`config.mk`:
```
export PLATFORM = sky130hd
export DESIGN_NAME = usbphy_pwrseq
export DESIGN_NICKNAME = d
export VERILOG_FILES = /design/src/rtl/usbphy_pwrseq_pkg.sv /design/src/rtl/usbphy_pwrseq_timer.sv /design/src/rtl/usbphy_pwrseq_tune.sv /design/src/rtl/usbphy_pwrseq.sv
export SDC_FILE = /design/constraint.sdc
export NUM_CORES = 1
export LEC_CHECK = 0
export BUFFER_PORTS_ARGS = -buffer_cell sky130_fd_sc_hd__buf_4
export CAP_MARGIN = 20
export CORE_ASPECT_RATIO = 0.9
export CORE_UTILIZATION = 53
export CTS_BUF_LIST = sky130_fd_sc_hd__clkbuf_16
export DETAILED_ROUTE_END_ITERATION = 10
export GPL_TIMING_DRIVEN = 0
export PLACE_DENSITY = 0.86
export REMOVE_ABC_BUFFERS = 1
export SYNTH_ARGS = -nofsm -noshare
export SYNTH_HDL_FRONTEND = slang
export SYNTH_SLANG_ARGS = --single-unit
export TNS_END_PERCENT = 100
```
`constraint.sdc`:
```
create_clock -name clk -period 3 [get_ports clk]
set_input_delay 0.3 -clock clk [delete_from_list [all_inputs] [get_ports clk]]
set_output_delay 0.3 -clock clk [all_outputs]
set_load 0.005 [all_outputs]
```
`src/rtl/usbphy_pwrseq_pkg.sv`:
```
package usbphy_pwrseq_pkg;

  typedef enum logic [4:0] {
    S_IDLE, S_CTLRST, S_CLK, S_IDDQ, S_TPD, S_PWR,
    S_TCCLR, S_TCIEN, S_TCROLE, S_TCMUX, S_TCVBUS,
    S_SSC, S_PHYREL, S_W1, S_CTLREL, S_W2, S_VBUS, S_W3,
    S_EYE, S_TUNE, S_DONE, S_ERR
  } seq_state_e;

  typedef enum logic [2:0] {
    T_IDLE, T_RDREQ, T_RDWAIT, T_WRREQ, T_WRWAIT
  } tune_state_e;

  localparam logic [1:0] CR_OK      = 2'd0;
  localparam logic [1:0] CR_TIMEOUT = 2'd1;

endpackage

```
`src/rtl/usbphy_pwrseq_timer.sv`:
```
module usbphy_pwrseq_timer #(
  parameter int CYCLES = 12500
) (
  input  logic clk,
  input  logic rst_n,
  input  logic run,
  output logic expire
);
  localparam int CW = $clog2(CYCLES + 1);

  logic [CW-1:0] cnt_q;

  assign expire = run && (cnt_q == CW'(CYCLES - 1));

  always_ff @(posedge clk or negedge rst_n) begin
    if (!rst_n)              cnt_q <= '0;
    else if (!run || expire) cnt_q <= '0;
    else                     cnt_q <= cnt_q + 1'b1;
  end
endmodule

```
`src/rtl/usbphy_pwrseq_tune.sv`:
```
module usbphy_pwrseq_tune
  import usbphy_pwrseq_pkg::*;
#(
  parameter int AW      = 16,
  parameter int DW      = 16,
  parameter int TRIES   = 3,
  parameter int ADDR    = 15,
  parameter int EN_BIT  = 9,
  parameter int LVL_LSB = 6,
  parameter int LVL_W   = 3
) (
  input  logic             clk,
  input  logic             rst_n,
  input  logic             go,
  input  logic [LVL_W-1:0] boost,
  output logic             req_valid,
  input  logic             req_ready,
  output logic             req_write,
  output logic [AW-1:0]    req_addr,
  output logic [DW-1:0]    req_wdata,
  input  logic             rsp_valid,
  input  logic [1:0]       rsp_status,
  input  logic [DW-1:0]    rsp_rdata,
  output logic             done,
  output logic             fail
);
  localparam int TW = $clog2(TRIES + 1);
  localparam logic [DW-1:0] EN_MASK = DW'(1) << EN_BIT;

  tune_state_e   st_q;
  logic [TW-1:0] tries_q;
  logic [DW-1:0] wdata_q;
  logic [DW-1:0] lvl_field;

  assign lvl_field = {{(DW-LVL_W){1'b0}}, boost} << LVL_LSB;
  assign req_valid = (st_q == T_RDREQ) || (st_q == T_WRREQ);
  assign req_write = (st_q == T_WRREQ);
  assign req_addr  = AW'(ADDR);
  assign req_wdata = wdata_q;

  always_ff @(posedge clk or negedge rst_n) begin
    if (!rst_n) begin
      st_q    <= T_IDLE;
      tries_q <= '0;
      wdata_q <= '0;
      done    <= 1'b0;
      fail    <= 1'b0;
    end else begin
      done <= 1'b0;
      fail <= 1'b0;
      case (st_q)
        T_IDLE: if (go) begin
          tries_q <= '0;
          st_q    <= T_RDREQ;
        end
        T_RDREQ: if (req_ready) st_q <= T_RDWAIT;
        T_RDWAIT: if (rsp_valid) begin
          if (rsp_status == CR_OK) begin
            wdata_q <= rsp_rdata | EN_MASK | lvl_field;
            st_q    <= T_WRREQ;
          end else if (rsp_status == CR_TIMEOUT && tries_q != TW'(TRIES - 1)) begin
            tries_q <= tries_q + 1'b1;
            st_q    <= T_RDREQ;
          end else begin
            fail <= 1'b1;
            st_q <= T_IDLE;
          end
        end
        T_WRREQ: if (req_ready) st_q <= T_WRWAIT;
        T_WRWAIT: if (rsp_valid) begin
          if (rsp_status == CR_OK) done <= 1'b1;
          else                     fail <= 1'b1;
          st_q <= T_IDLE;
        end
        default: st_q <= T_IDLE;
      endcase
    end
  end
endmodule

```
`src/rtl/usbphy_pwrseq.sv`:
```
module usbphy_pwrseq
  import usbphy_pwrseq_pkg::*;
#(
  parameter int CLK_MHZ    = 125,
  parameter int DELAY_US   = 100,
  parameter int EYE_W      = 24,
  parameter int LVL_W      = 3,
  parameter int CR_AW      = 16,
  parameter int CR_DW      = 16,
  parameter int IRQ_W      = 16,
  parameter int TUNE_TRIES = 3,
  parameter int TUNE_ADDR  = 15,
  parameter int LVL_EN_BIT = 9,
  parameter int LVL_LSB    = 6
) (
  input  logic             clk,
  input  logic             rst_n,
  input  logic             start,
  input  logic             shutdown,
  input  logic             refclk_pad_sts,
  input  logic [EYE_W-1:0] eye_param,
  input  logic [LVL_W-1:0] boost_lvl,
  output logic             phy3_rst_n,
  output logic             usb2_por_n,
  output logic             ctrl_rst_n,
  output logic             aux_rst_n,
  output logic             refclk_pad_sel,
  output logic [1:0]       refclk_sel,
  output logic             refclk_gate_en,
  output logic             iddq_en,
  output logic             test_pwrdn,
  output logic             ana_pwr_en,
  output logic             pcs_pwr_stable,
  output logic             pma_pwr_stable,
  output logic             ssc_en,
  output logic [IRQ_W-1:0] tc_irq_clr,
  output logic [1:0]       tc_irq_en,
  output logic             tc_role_sel,
  output logic [1:0]       tc_mux_ctrl,
  output logic             tc_mux_valid,
  output logic             tc_low_pwr,
  output logic [1:0]       tc_vbus_ovr,
  output logic [1:0]       tc_pwrpres_ovr,
  output logic             vbus3_valid,
  output logic             vbus3_valid_sel,
  output logic             vbus2_valid,
  output logic             vbus2_valid_sel,
  output logic [EYE_W-1:0] eye_word,
  output logic             cr_req_valid,
  input  logic             cr_req_ready,
  output logic             cr_req_write,
  output logic [CR_AW-1:0] cr_req_addr,
  output logic [CR_DW-1:0] cr_req_wdata,
  input  logic             cr_rsp_valid,
  input  logic [1:0]       cr_rsp_status,
  input  logic [CR_DW-1:0] cr_rsp_rdata,
  output logic             seq_done,
  output logic             seq_err
);
  localparam int         WAIT_CYC    = CLK_MHZ * DELAY_US;
  localparam logic [1:0] SEL_INTERNAL = 2'd3;
  localparam logic [1:0] SEL_PAD      = 2'd2;
  localparam logic [1:0] MUX_USB_ONLY = 2'd1;

  seq_state_e st_q;
  logic       wait_run, wait_exp;
  logic       tune_go_q, tune_done, tune_fail;
  logic       accept_cmd;

  assign wait_run   = (st_q == S_W1) || (st_q == S_W2) || (st_q == S_W3);
  assign accept_cmd = (st_q == S_IDLE) || (st_q == S_DONE) || (st_q == S_ERR);

  usbphy_pwrseq_timer #(.CYCLES(WAIT_CYC)) u_timer (
    .clk(clk), .rst_n(rst_n), .run(wait_run), .expire(wait_exp)
  );

  usbphy_pwrseq_tune #(
    .AW(CR_AW), .DW(CR_DW), .TRIES(TUNE_TRIES), .ADDR(TUNE_ADDR),
    .EN_BIT(LVL_EN_BIT), .LVL_LSB(LVL_LSB), .LVL_W(LVL_W)
  ) u_tune (
    .clk(clk), .rst_n(rst_n), .go(tune_go_q), .boost(boost_lvl),
    .req_valid(cr_req_valid), .req_ready(cr_req_ready), .req_write(cr_req_write),
    .req_addr(cr_req_addr), .req_wdata(cr_req_wdata),
    .rsp_valid(cr_rsp_valid), .rsp_status(cr_rsp_status), .rsp_rdata(cr_rsp_rdata),
    .done(tune_done), .fail(tune_fail)
  );

  always_ff @(posedge clk or negedge rst_n) begin
    if (!rst_n) begin
      st_q            <= S_IDLE;
      phy3_rst_n      <= 1'b0;
      usb2_por_n      <= 1'b0;
      ctrl_rst_n      <= 1'b0;
      aux_rst_n       <= 1'b0;
      refclk_pad_sel  <= 1'b0;
      refclk_sel      <= 2'd0;
      refclk_gate_en  <= 1'b0;
      iddq_en         <= 1'b1;
      test_pwrdn      <= 1'b1;
      ana_pwr_en      <= 1'b0;
      pcs_pwr_stable  <= 1'b0;
      pma_pwr_stable  <= 1'b0;
      ssc_en          <= 1'b0;
      tc_irq_clr      <= '0;
      tc_irq_en       <= 2'd0;
      tc_role_sel     <= 1'b0;
      tc_mux_ctrl     <= 2'd0;
      tc_mux_valid    <= 1'b0;
      tc_low_pwr      <= 1'b1;
      tc_vbus_ovr     <= 2'd0;
      tc_pwrpres_ovr  <= 2'd0;
      vbus3_valid     <= 1'b0;
      vbus3_valid_sel <= 1'b0;
      vbus2_valid     <= 1'b0;
      vbus2_valid_sel <= 1'b0;
      eye_word        <= '0;
      tune_go_q       <= 1'b0;
      seq_done        <= 1'b0;
      seq_err         <= 1'b0;
    end else begin
      tc_irq_clr <= '0;
      tune_go_q  <= 1'b0;
      if (accept_cmd && start) begin
        phy3_rst_n <= 1'b0;
        usb2_por_n <= 1'b0;
        seq_done   <= 1'b0;
        seq_err    <= 1'b0;
        st_q       <= S_CTLRST;
      end else if (accept_cmd && shutdown) begin
        phy3_rst_n <= 1'b0;
        usb2_por_n <= 1'b0;
        if (refclk_pad_sel) refclk_gate_en <= 1'b0;
        seq_done   <= 1'b0;
        st_q       <= S_IDLE;
      end else begin
        case (st_q)
          S_CTLRST: begin
            ctrl_rst_n <= 1'b0;
            aux_rst_n  <= 1'b0;
            st_q       <= S_CLK;
          end
          S_CLK: begin
            if (refclk_pad_sts) begin
              refclk_pad_sel <= 1'b1;
              refclk_sel     <= SEL_PAD;
              refclk_gate_en <= 1'b1;
            end else begin
              refclk_pad_sel <= 1'b0;
              refclk_sel     <= SEL_INTERNAL;
            end
            st_q <= S_IDDQ;
          end
          S_IDDQ: begin iddq_en <= 1'b0; st_q <= S_TPD; end
          S_TPD:  begin test_pwrdn <= 1'b0; st_q <= S_PWR; end
          S_PWR: begin
            ana_pwr_en     <= 1'b1;
            pcs_pwr_stable <= 1'b1;
            pma_pwr_stable <= 1'b1;
            st_q           <= S_TCCLR;
          end
          S_TCCLR:  begin tc_irq_clr <= '1; st_q <= S_TCIEN; end
          S_TCIEN:  begin tc_irq_en <= 2'b11; st_q <= S_TCROLE; end
          S_TCROLE: begin tc_role_sel <= 1'b1; st_q <= S_TCMUX; end
          S_TCMUX: begin
            tc_mux_ctrl  <= MUX_USB_ONLY;
            tc_mux_valid <= 1'b1;
            tc_low_pwr   <= 1'b0;
            st_q         <= S_TCVBUS;
          end
          S_TCVBUS: begin
            tc_vbus_ovr    <= 2'b11;
            tc_pwrpres_ovr <= 2'b11;
            st_q           <= S_SSC;
          end
          S_SSC: begin ssc_en <= 1'b1; st_q <= S_PHYREL; end
          S_PHYREL: begin
            phy3_rst_n <= 1'b1;
            usb2_por_n <= 1'b1;
            st_q       <= S_W1;
          end
          S_W1: if (wait_exp) st_q <= S_CTLREL;
          S_CTLREL: begin
            ctrl_rst_n <= 1'b1;
            aux_rst_n  <= 1'b1;
            st_q       <= S_W2;
          end
          S_W2: if (wait_exp) st_q <= S_VBUS;
          S_VBUS: begin
            vbus3_valid     <= 1'b1;
            vbus3_valid_sel <= 1'b1;
            vbus2_valid     <= 1'b1;
            vbus2_valid_sel <= 1'b1;
            st_q            <= S_W3;
          end
          S_W3: if (wait_exp) st_q <= S_EYE;
          S_EYE: begin
            eye_word  <= eye_param;
            tune_go_q <= 1'b1;
            st_q      <= S_TUNE;
          end
          S_TUNE: begin
            if (tune_done) begin
              seq_done <= 1'b1;
              st_q     <= S_DONE;
            end else if (tune_fail) begin
              seq_err <= 1'b1;
              st_q    <= S_ERR;
            end
          end
          default: ;
        endcase
      end
    end
  end
endmodule

```
==> results.ini <==
[run]
drv_cap = 0

[setup_path]
path_class = flip-flop to flip-flop
crit_buf_inv = 1
crit_path_max_incr_delay_ps = 690
worstPathArrival_ps = 2550
cp_max_fo = 25
startpoint_type = flip-flop
end_kind = flip-flop
path_cells = and2b_1 > nand3_2 > inv_2 > nand2_1 > nand2_1
startpoint = st_q[1]
crit_path_top_delay_cell = dfrtp_1
cp_top_family = simple AND/OR/NAND/NOR gates
worstPathRequired_ps = 3270
r2r_start = st_q[1]
path_common_cell = nand2_1

[yosys]
synthMuxAreaShare_pct = 4.18
synthesis.area_sq_um = 4010
seq_area_frac_synth_pct = 53.8
synth.distinct_cells = 55
async_reset_ff_share_pct = 100
ys.warnings.count = 0
yosys.area_share.simple_pct = 19.9
ys_ff_latch = 86
yosysTopAreaCellShare_pct = 51.8
yosysTopAreaCell = dfrtp_1
synth_edf_count = 0
synth_area_per_cell_sq_um = 9.99
synth_compound_area_share_pct = 8.05
synth_adder_area_share_pct = 0.624
synthCells = 401
yosys-top-cells-area = dfrtp_1, nand2_1, buf_4
ys.flop_type = dfrtp_1
synth_top_family_by_area = simple AND/OR/NAND/NOR gates
yosys.area_share.xor_xnor_pct = 2.62

[cts]
cts_tree = done
clock-root-buffer = clkbuf_16
numCtsBuffers = 9
h-tree-depth = 3
cts_setup_buffers = 0
ctsLongestPathBuffers = 2
clkLatencyLatePin_ps = 330
cts_sinks = 86
clk_pin_slew_ps = 60

[detailed_routing]
viasPerCell = 5.21
vias = 3166
wl_met2_microns = 4570
wl_met1_microns = 3500
drt-initial-drc-count = 227
first_pass_iters = 4
routed_wl_microns = 8830
drc = 0
route.detailed.wl_per_inst_microns = 14.5
top_layer = met4
final_antenna_net_count = 0
wl_met3_microns = 573

[timing]
min_period_over_period_pct = 76.0
fin_crit_ps = 2280
slew_headroom_pct = 61.3
timing.hold.ws_ps = 152
max_slew.worst_pin.slew_ps = 580
finalWorstSetupSlack_ps = 719
rsz0062_at_grt = false
fmax_mhz = 438
setup_viol = 0
fin_skew_ps = 6.41
tns_ps = 0
slew_violations = 0
finalHoldViolCount = 0

[final_layout]
fin_cells = 608
post-route-util_pct = 72.5
drive_above_1_share_pct = 35.5
design_area_sq_um = 5210
fin_nets = 564
area_growth_syn_to_layout_pct = 30.0
final_common_cell = buf_4
antenna_cells = 0
final_cell_mix = buf_4, nand2_1, dfrtp_1

[power_and_ir_drop]
power_mw = 3.11
p_per_area_nw_per_um2 = 597
cellLeakagePower_nw = 2.48
ir_drop_mv = 0.403

[global_route]
grt_use_total_pct = 23.2
grt_max_degree = 87
grt_first_pass_wirelength_microns = 14100
globalRouteOverflowTotal = 0
grt_pass1_vias = 2881
antenna_found_initial = 0

[outcome]
status = complete, no violations

[place]
place_congestion = 0.816
dpl.cell_count = 590
place_area_sq_um = 4820
dp_hpwl_microns = 5940
portBuffers = 138
pre_cts_ws_ps = 276

[hold_path]
worst_hold_startpoint = eye_param[18]
hold_path_class = primary input to flip-flop

[die]
start_util_pct = 55.8
die_w_microns = 93.7
io_pins = 157
dieArea_sq_um = 7910
core_area_sq_um = 7180
die_h_microns = 84.5
num_rows = 29

## worst min-delay path: stages
cell and delay (ps):
buf_4 80, nand2_1 40, nand2_1 40
## cells by family after synthesis
kind of cell	Yosys count
fa+ha+maj	2
other cells	2
flops	86
mux	15
buf+inv	66
simple gates	174
compound gates	44
xor+xnor	12
## metal layers
metal  GRT usage, %  vias to the layer above
met2           40.4                      136
li1               -                     1490
met3           5.34                       15
met4           7.97                        0
met1           28.4                     1525
met5              0                        -
## layout make-up
| type | instances | area, sq um |
|---|---|---|
| fill | 486 | 1970 |
| timing repair buffer | 140 | 1070 |
| multi-input combinational | 264 | 1490 |
| inverter | 9 | 33.8 |
| tap | 93 | 116 |
| clock buffer | 9 | 225 |
| sequential | 86 | 2160 |
| clock inverter | 7 | 120 |
## flip-flops by register name, indices dropped and copies added (netlist names), 2 cells and up
| register | flops |
|---|---|
| refclk_sel | 2 |
| st_q | 5 |
| u_tune.st_q | 3 |
| u_timer.cnt_q | 14 |
| u_tune.tries_q | 2 |
| eye_word | 24 |
| u_tune.req_wdata | 16 |
## cell usage after synthesis (all sizes together), types with 3 or more instances
| library cell | number |
|---|---|
| nand4 | 4 |
| dfstp | 3 |
| and2 | 3 |
| mux2 | 14 |
| a31o | 3 |
| and3 | 4 |
| a21oi | 7 |
| clkbuf | 4 |
| inv | 9 |
| xnor2 | 5 |
| xor2 | 7 |
| a211oi | 3 |
| nand2b | 8 |
| nand2 | 93 |
| dfrtp | 83 |
| nand3 | 10 |
| o21ai | 12 |
| a31oi | 4 |
| buf | 53 |
| a21o | 3 |
| nor2 | 33 |
| nor4 | 3 |
| nor2b | 4 |
## path summary, 6_finish.rpt
check	to	slack, ps	cells past startpoint
setup / recovery	eye_word[12]	720	5
hold / removal	eye_word[18]	150	3
setup reg to reg	eye_word[12]	720	5
hold reg to reg	iddq_en	450	2
max in group asynchronous	iddq_en	2030	3
min in group asynchronous	seq_err	350	2
## power breakdown
part | internal (mW) | switching (mW)
registers | 1.29 | 0.0820
clock network | 0.816 | 0.457
logic | 0.284 | 0.178
## timing repair
item                                   in CTS  in global routing
gates resized for setup                     0                  1
endpoints found under the hold margin       0                 11
setup endpoints to repair                   0                  1
hold buffers                                0                  1
Note: power is estimated with default switching activity, not from simulation.
